==> src/rtl/psq_pkg.sv <==
package psq_pkg;

    typedef enum logic [1:0] {
        PSQ_IDLE  = 2'd0,
        PSQ_EVAL  = 2'd1,
        PSQ_LATCH = 2'd2
    } psq_state_e;

endpackage

==> src/rtl/psq_edge_detect.sv <==
module psq_edge_detect #(
    parameter int IN_W = 16
) (
    input  logic            clk_i,
    input  logic            rst_ni,
    input  logic            chip_sel_i,
    input  logic [IN_W-1:0] mon_i,
    output logic            change_o,
    output logic            cs_rise_o
);

    logic [IN_W-1:0] mon_q;
    logic [IN_W-1:0] mon_qq;
    logic            cs_q;

    always_ff @(posedge clk_i or negedge rst_ni) begin
        if (!rst_ni) begin
            mon_q  <= '0;
            mon_qq <= '0;
            cs_q   <= 1'b1;
        end else begin
            mon_q  <= mon_i;
            mon_qq <= mon_q;
            cs_q   <= chip_sel_i;
        end
    end

    assign change_o  = |(mon_q ^ mon_qq);
    assign cs_rise_o = chip_sel_i & ~cs_q;

endmodule

==> src/rtl/psq_window_fsm.sv <==
module psq_window_fsm
    import psq_pkg::*;
#(
    parameter int WIN_CYC = 4
) (
    input  logic       clk_i,
    input  logic       rst_ni,
    input  logic       chip_sel_i,
    input  logic       change_i,
    input  logic       cs_rise_i,
    output psq_state_e state_o,
    output logic       arr_en_o,
    output logic       latch_stb_o,
    output logic       standby_o,
    output logic       wake_start_o
);

    localparam int CW = (WIN_CYC > 1) ? $clog2(WIN_CYC) : 1;
    localparam logic [CW-1:0] WIN_LAST = CW'(WIN_CYC - 1);

    psq_state_e    state_q, state_d;
    logic [CW-1:0] cnt_q, cnt_d;

    // State register
    always_ff @(posedge clk_i or negedge rst_ni) begin
        if (!rst_ni) begin
            state_q <= PSQ_IDLE;
            cnt_q   <= '0;
        end else begin
            state_q <= state_d;
            cnt_q   <= cnt_d;
        end
    end

    // Next state
    always_comb begin
        state_d      = state_q;
        cnt_d        = cnt_q;
        wake_start_o = 1'b0;
        if (!chip_sel_i) begin
            state_d = PSQ_IDLE;
            cnt_d   = '0;
        end else begin
            unique case (state_q)
                PSQ_IDLE: begin
                    if (change_i || cs_rise_i) begin
                        state_d      = PSQ_EVAL;
                        cnt_d        = '0;
                        wake_start_o = 1'b1;
                    end
                end
                PSQ_EVAL: begin
                    if (change_i) begin
                        cnt_d = '0;
                    end else if (cnt_q == WIN_LAST) begin
                        state_d = PSQ_LATCH;
                        cnt_d   = '0;
                    end else begin
                        cnt_d = cnt_q + 1'b1;
                    end
                end
                PSQ_LATCH: begin
                    cnt_d   = '0;
                    state_d = change_i ? PSQ_EVAL : PSQ_IDLE;
                end
                default: begin
                    state_d = PSQ_IDLE;
                    cnt_d   = '0;
                end
            endcase
        end
    end

    // Outputs
    always_comb begin
        arr_en_o    = 1'b0;
        latch_stb_o = 1'b0;
        unique case (state_q)
            PSQ_IDLE:  arr_en_o = 1'b0;
            PSQ_EVAL:  arr_en_o = chip_sel_i;
            PSQ_LATCH: begin
                arr_en_o    = chip_sel_i;
                latch_stb_o = chip_sel_i & ~change_i;
            end
            default:   arr_en_o = 1'b0;
        endcase
        standby_o = ~arr_en_o;
    end

    assign state_o = state_q;

endmodule

==> src/rtl/psq_out_latch.sv <==
module psq_out_latch #(
    parameter int DATA_W = 8,
    parameter int CNT_W  = 4
) (
    input  logic              clk_i,
    input  logic              rst_ni,
    input  logic              capture_i,
    input  logic              wake_i,
    input  logic [DATA_W-1:0] arr_data_i,
    output logic [DATA_W-1:0] data_q_o,
    output logic [CNT_W-1:0]  wake_cnt_o
);

    localparam logic [CNT_W-1:0] CNT_MAX = '1;

    always_ff @(posedge clk_i or negedge rst_ni) begin
        if (!rst_ni) begin
            data_q_o <= '0;
        end else if (capture_i) begin
            data_q_o <= arr_data_i;
        end
    end

    always_ff @(posedge clk_i or negedge rst_ni) begin
        if (!rst_ni) begin
            wake_cnt_o <= '0;
        end else if (wake_i && (wake_cnt_o != CNT_MAX)) begin
            wake_cnt_o <= wake_cnt_o + 1'b1;
        end
    end

endmodule

==> src/rtl/psq_sequencer.sv <==
module psq_sequencer
    import psq_pkg::*;
#(
    parameter int IN_W       = 16,
    parameter int DATA_W     = 8,
    parameter int WIN_CYC    = 4,
    parameter int BUDGET_CYC = 8,
    parameter int CNT_W      = 4
) (
    input  logic              clk_i,
    input  logic              rst_ni,
    input  logic              chip_sel_i,
    input  logic [IN_W-1:0]   mon_i,
    input  logic [DATA_W-1:0] arr_data_i,
    output logic              arr_en_o,
    output logic              latch_stb_o,
    output logic              standby_o,
    output logic [DATA_W-1:0] data_q_o,
    output logic [CNT_W-1:0]  wake_cnt_o
);

    logic       mon_change;
    logic       cs_rise;
    logic       wake_start;
    psq_state_e fsm_state;

    psq_edge_detect #(.IN_W(IN_W)) u_edge (
        .clk_i      (clk_i),
        .rst_ni     (rst_ni),
        .chip_sel_i (chip_sel_i),
        .mon_i      (mon_i),
        .change_o   (mon_change),
        .cs_rise_o  (cs_rise)
    );

    psq_window_fsm #(.WIN_CYC(WIN_CYC)) u_fsm (
        .clk_i        (clk_i),
        .rst_ni       (rst_ni),
        .chip_sel_i   (chip_sel_i),
        .change_i     (mon_change),
        .cs_rise_i    (cs_rise),
        .state_o      (fsm_state),
        .arr_en_o     (arr_en_o),
        .latch_stb_o  (latch_stb_o),
        .standby_o    (standby_o),
        .wake_start_o (wake_start)
    );

    psq_out_latch #(.DATA_W(DATA_W), .CNT_W(CNT_W)) u_latch (
        .clk_i      (clk_i),
        .rst_ni     (rst_ni),
        .capture_i  (latch_stb_o),
        .wake_i     (wake_start),
        .arr_data_i (arr_data_i),
        .data_q_o   (data_q_o),
        .wake_cnt_o (wake_cnt_o)
    );

endmodule

==> config.mk <==
export PLATFORM = sky130hd
export DESIGN_NAME = psq_sequencer
export DESIGN_NICKNAME = d
export VERILOG_FILES = /design/src/rtl/psq_pkg.sv /design/src/rtl/psq_edge_detect.sv /design/src/rtl/psq_window_fsm.sv /design/src/rtl/psq_out_latch.sv /design/src/rtl/psq_sequencer.sv
export SDC_FILE = /design/constraint.sdc
export NUM_CORES = 1
export LEC_CHECK = 0
export BUFFER_PORTS_ARGS = -buffer_cell sky130_fd_sc_hd__buf_4
export CELL_PAD_IN_SITES_DETAIL_PLACEMENT = 0
export CELL_PAD_IN_SITES_GLOBAL_PLACEMENT = 2
export CORE_MARGIN = 3
export CORE_UTILIZATION = 36
export DETAILED_ROUTE_END_ITERATION = 16
export GPL_TIMING_DRIVEN = 1
export HOLD_SLACK_MARGIN = 0.15
export MAX_ROUTING_LAYER = met4
export PLACE_DENSITY_LB_ADDON = 0.1
export SLEW_MARGIN = 30
export SYNTH_ARGS = -nofsm -noshare
export SYNTH_HDL_FRONTEND = slang
export SYNTH_SLANG_ARGS = --single-unit
export TNS_END_PERCENT = 20
==> constraint.sdc <==
create_clock -name clk_i -period 2.63 [get_ports clk_i]
set_input_delay 0.1315 -clock clk_i [delete_from_list [all_inputs] [get_ports clk_i]]
set_output_delay 0.1315 -clock clk_i [all_outputs]
set_load 0.01 [all_outputs]
### Word-level counts from Yosys, hierarchy flattened

Index checks and enable logic that the tools add are counted.

| word-level totals | value |
|---|---|
| register bits | 49 |
| bits of input ports | 27 |
| output and inout bits | 15 |

| cells by class | value |
|---|---|
| add/sub/neg operators | 2 |
| equality and inequality tests | 7 |
| bitwise gates (word level) | 6 |
| mux-type cells | 16 |
| reductions and logical operators | 6 |

Operators with widths:

| operator | number |
|---|---|
| two-way mux 2 bit | 8 |
| OR reduction 16 bit | 1 |
| bitwise XOR 16 bit | 1 |
| two-way mux 1 bit | 6 |
| != test 3 x 2 -> 1 bit, second input constant | 2 |
| case mux 2 bit (3 select lines) | 1 |
| adder 4 x 1 -> 4 bit, second input constant | 1 |
| == test 2 bit, second input constant | 2 |
| != test 4 bit, second input constant | 1 |
| case mux 2 bit (2 select lines) | 1 |
| != test 3 bit, second input constant | 1 |
| NOT 1 bit | 3 |
| AND reduction 3 bit | 1 |
| adder 2 x 1 -> 2 bit, second input constant | 1 |
| bitwise AND 1 bit | 2 |
| == test 2 x 1 -> 1 bit, second input constant | 1 |
| logical NOT 2 bit | 1 |
| OR reduction 2 bit | 1 |
| logical AND 1 bit | 1 |
| logical OR 1 bit | 1 |

### Longest topological paths before layout

| depth | value |
|---|---|
| word-level depth | 7 |
| mapped depth | 7 |
| gate-level depth less buffers | 7 |

### By module

Synthesis repeated with hierarchy kept, for this count alone.

| second synthesis, totals | value |
|---|---|
| cells, all modules | 127 |
| area total of the unflattened synthesis | 1838.0 µm² |

Modules (own cells, without submodules):

| module | seq. area each (µm²) | area each (µm²) | times used | cells an instance |
|---|---|---|---|---|
| psq_edge_detect | 827.0 | 1004.7 | 1 | 55 |
| psq_out_latch | 300.3 | 505.5 | 1 | 37 |
| psq_window_fsm | 100.1 | 327.8 | 1 | 35 |

### Worst setup path before layout

Ideal clock, no wire load.

| timing path | value |
|---|---|
| kind | register to register |
| from | reg u_edge.mon_qq[14] |
| to | reg u_latch.data_q_o[0] |
| library setup time | 125 ps |
| cell stages (with the launch flop) | 7 |
| arrival time | 1759 ps |
| slack | 746 ps |
| path through | dfrtp_1 > xnor2_1 > nand4_1 > nor4_4 > and3_1 > buf_6 > mux2_2 |

| between the ends | value |
|---|---|
| word-level cells in the longest chain between the ends | 5 |

Ends and longest elaborated chain:

| element | line | RTL |
|---|---|---|
| start: declaration | psq_edge_detect.sv:13 | `logic [IN_W-1:0] mon_qq;` |
| start signal: assignment | psq_edge_detect.sv:23 | `mon_qq <= mon_q;` |
| bitwise XOR 16 bit | psq_edge_detect.sv:28 | `assign change_o = \|(mon_q ^ mon_qq);` |
| OR reduction 16 bit | psq_edge_detect.sv:28 |  |
| NOT 1 bit | psq_window_fsm.sv:83 | `latch_stb_o = chip_sel_i & ~change_i;` |
| bitwise AND 1 bit | psq_window_fsm.sv:83 |  |
| two-way mux 1 bit | psq_window_fsm.sv:78 | `unique case (state_q)` |
| net latch_stb_o | psq_sequencer.sv:16 | `output logic latch_stb_o,` |
| end signal: assignment | psq_out_latch.sv:20 | `data_q_o <= arr_data_i;` |
| end: declaration | psq_out_latch.sv:10 | `output logic [DATA_W-1:0] data_q_o,` |

The timed path passes the listed nets, and every way through them passes these cells.
A chain may end at the register's enable or synchronous reset.

### Worst setup path in the final report

| timing path | value |
|---|---|
| from | reg u_edge.mon_qq[9] |
| to | out latch_stb_o |

| between the ends | value |
|---|---|
| word-level cells in the longest chain between the ends | 5 |

Ends and longest elaborated chain:

| element | line |
|---|---|
| bitwise XOR 16 bit | psq_edge_detect.sv:28 |
| OR reduction 16 bit | psq_edge_detect.sv:28 |
| NOT 1 bit | psq_window_fsm.sv:83 |
| bitwise AND 1 bit | psq_window_fsm.sv:83 |
| two-way mux 1 bit | psq_window_fsm.sv:78 |
| end: declaration | psq_sequencer.sv:16 |

Every way passes these cells.

==> summary.md <==
| Metric | Value |
|---|---|
| DRT antenna net count | `0` |
| Vias in the first global route | `1305` |
| Layout cells sized above 1 | `31.3%` |
| Dpl hpwl | `2150 um` |
| Final hold vios | `0` |
| Final WL | `3110 um` |
| Crit path max-delay family | `simple AND/OR/NAND/NOR gates` |
| Clock Path Buffers | `2` |
| Worst setup EP type | `output port` |
| Total grt overflow | `0` |
| Critical path origin | `u_edge.mon_qq[9]` |
| Drt wl/cell | `11.7 um` |
| Pre-antenna DRT Iters | `4` |
| Yosys top cell by area | `dfrtp_1` |
| Post-synthesis sequential area ratio | `67.0%` |
| Unrepaired setup endpoints after global routing | `no` |
| Gpl congestion | `0.787` |
| Clk_lat worst skew | `290 ps` |
| Place WS | `597 ps` |
| Most frequent cells in the layout | `dfrtp_1 (48), buf_4 (42), dlygate4sd3_1 (26)` |
| Post-synth cell types | `28` |
| Clock skew | `4.16 ps` |
| MaxCap Viol Count | `0` |
| Num CTS Buffers | `5` |
| GRT Total Usage | `12.7%` |
| Die width | `77.3 um` |
| Die Area | `0.00598 mm^2` |
| Site Rows | `25` |
| Vias per inst | `4.56` |
| 1st-iter DRT viols | `69` |
| EDFF count, synth | `0` |
| Largest net degree at the start of global routing | `50` |
| Post CTS Setup Buffer Count | `0` |
| Leak | `1.19 nW` |
| Post-synthesis net count | `157` |
| Mapped Area | `0.00183 mm^2` |
| Startpoint type of the worst setup path | `flip-flop` |
| Die height | `77.3 um` |
| Worst-path clk slew | `90 ps` |
| Syn Area/Cell | `14.8 um^2` |
| Origin of the critical flop-to-flop path | `u_edge.mon_qq[9]` |
| Commonest non-fill, non-tap cell in the layout | `dfrtp_1` |
| Final slew viol count | `0` |
| Setup TNS | `0 ps` |
| Slew @ Worst Pin | `593 ps` |
| Largest fanout on the critical path | `9` |
| Share of the synthesized area in the top cell type | `65.6%` |
| WP buf/inv | `1` |
| Asr flop ratio synth | `100%` |
| Final setup viols | `0` |
| Final WS setup | `523 ps` |
| F_max | `475 MHz` |
| Remaining DRCs | `0` |
| Register area | `0.00123 mm^2` |
| CP Class | `reg2out` |
| Root Buffer | `clkbuf_8` |
| Fin crit period | `2110 ps` |
| Pwr/cell area | `628 mW/mm^2` |
| Peak VDD IR | `0.317 mV` |
| Starting density of the core | `38.0%` |
| Synth Instances | `124` |
| Seq cells post-synth | `49` |
| CP max stage delay | `450 ps` |
| Period utilization | `80.1%` |
| Top cells by area, synth | `dfrtp_1 (66%), xnor2_1 (7.7%), mux2_2 (6.8%), ha_1 (4.1%), nand4_1 (1.7%)` |
| Fillers | `444` |
| CTS tree | `done` |
| First-pass GRT wire length | `5900 um` |
| Slowest CP cell | `and3_1` |
| Slew headroom | `60.4%` |
| Vias | `1209` |
| Final net count | `230` |
| Synthesis-to-finish area growth | `39.9%` |
| CTS H-tree depth | `2` |
| Status | `finished clean` |
| Prevailing post-synth register cell | `dfrtp_1` |
| Port-buffer cells | `41` |
| Initial antenna violation count | `0` |
| Core area | `0.00482 mm^2` |
| Worst Hold Class | `in2async` |
| Boundary Pins | `42` |
| Area of the multi-input gates | `578 um^2` |
| CTS sink cnt | `49` |
| Cell-by-cell trace of the critical path | `xnor2_1 > nand4_1 > nor4_4 > and3_1 > buf_4` |
| Diode count | `0` |
| Worst EP required | `2500 ps` |
| Worst path arrival time | `1980 ps` |
| Ys Warns | `0` |
sequential cells by signal (all words and copies together), names as in the netlist:
| register | flops |
|---|---|
| u_edge.cs_q | 1 |
| u_edge.mon_q | 16 |
| u_edge.mon_qq | 16 |
| u_fsm.cnt_q | 2 |
| u_fsm.state_o | 2 |
| u_latch.data_q_o | 8 |
| u_latch.wake_cnt_o | 4 |
where the power goes:
part	leakage, nW	switching, mW	internal (mW)
Sequential	0.596	0.0597	0.816
Combinational	0.545	0.127	0.180
Clock	0.0456	0.237	0.190
Total	1.19	0.423	1.19
cell families after synthesis:
family	Yosys count	share of synthesized area (%)
xor gates and xnor gates	17	8.13
AOI/OAI and AO/OA	12	4.37
and+or+nand+nor	24	8.20
buffers and inverters	5	1.43
DFF	49	67.0
adders and majority gates	6	4.10
muxes	11	6.76
synthesized netlist by cell type, types with 2 or more instances:
| cell | count |
|---|---|
| xnor2_1 | 16 |
| nand4_1 | 5 |
| nor2b_1 | 2 |
| mux2_2 | 11 |
| a21boi_0 | 2 |
| ha_1 | 6 |
| o21ai_0 | 2 |
| nand3_1 | 4 |
| nand2_1 | 4 |
| dfrtp_1 | 48 |
| inv_1 | 3 |
| a21oi_1 | 2 |
| nand2b_1 | 2 |
| and3_1 | 3 |
area by class of cell:
class | count | share of cell area [%]
flip-flops and latches | 49 | 47.9
well taps | 67 | 3.27
repair buffers | 68 | 22.5
multi-input cells | 70 | 22.6
clock buffers | 6 | 2.83
clock inverters | 2 | 0.537
inverters | 3 | 0.439
repair_timing:
item,in CTS,in global routing
gates resized for setup,0,0
hold buffers,26,0
endpoints found under the setup margin,0,0
endpoints found under the hold margin,73,0
per-layer routing:
metal	share of wire [%]	vias up	GRT usage (%)
li1	-	574	-
met1	43	587	15.1
met2	48	39	20.0
met3	5.9	9	3.71
met4	2.5	0	5.87
met5	0	-	-
worst paths after layout:
check	slack (ps)	to	cells past startpoint
max reg2reg	650	u_latch.data_q_o[0]	5
min	380	u_edge.mon_qq[0]	2
max in group asynchronous	1850	u_latch.data_q_o[7]	2
min reg2reg	400	u_edge.mon_qq[9]	0
min in group clk_i	400	u_edge.mon_qq[9]	0
max	520	latch_stb_o	5
per-stage QoR:
step | cell area [um^2] | hold slack (ps) | total power, mW | util, % | std cells
finish | 2560 | 378 | 1.61 | 53.2 | 265
global route | 2560 | 419 | 1.73 | 53.2 | 265
CTS | 2560 | 400 | 1.64 | 53.2 | 265
detailed placement | 2220 | 187 | 1.17 | 46.0 | 231
global placement | 2220 | 179 | 1.16 | 46.0 | 231
floorplan | 1830 | -164 | 1.03 | - | 124
Note: power is estimated with default switching activity, not from simulation.
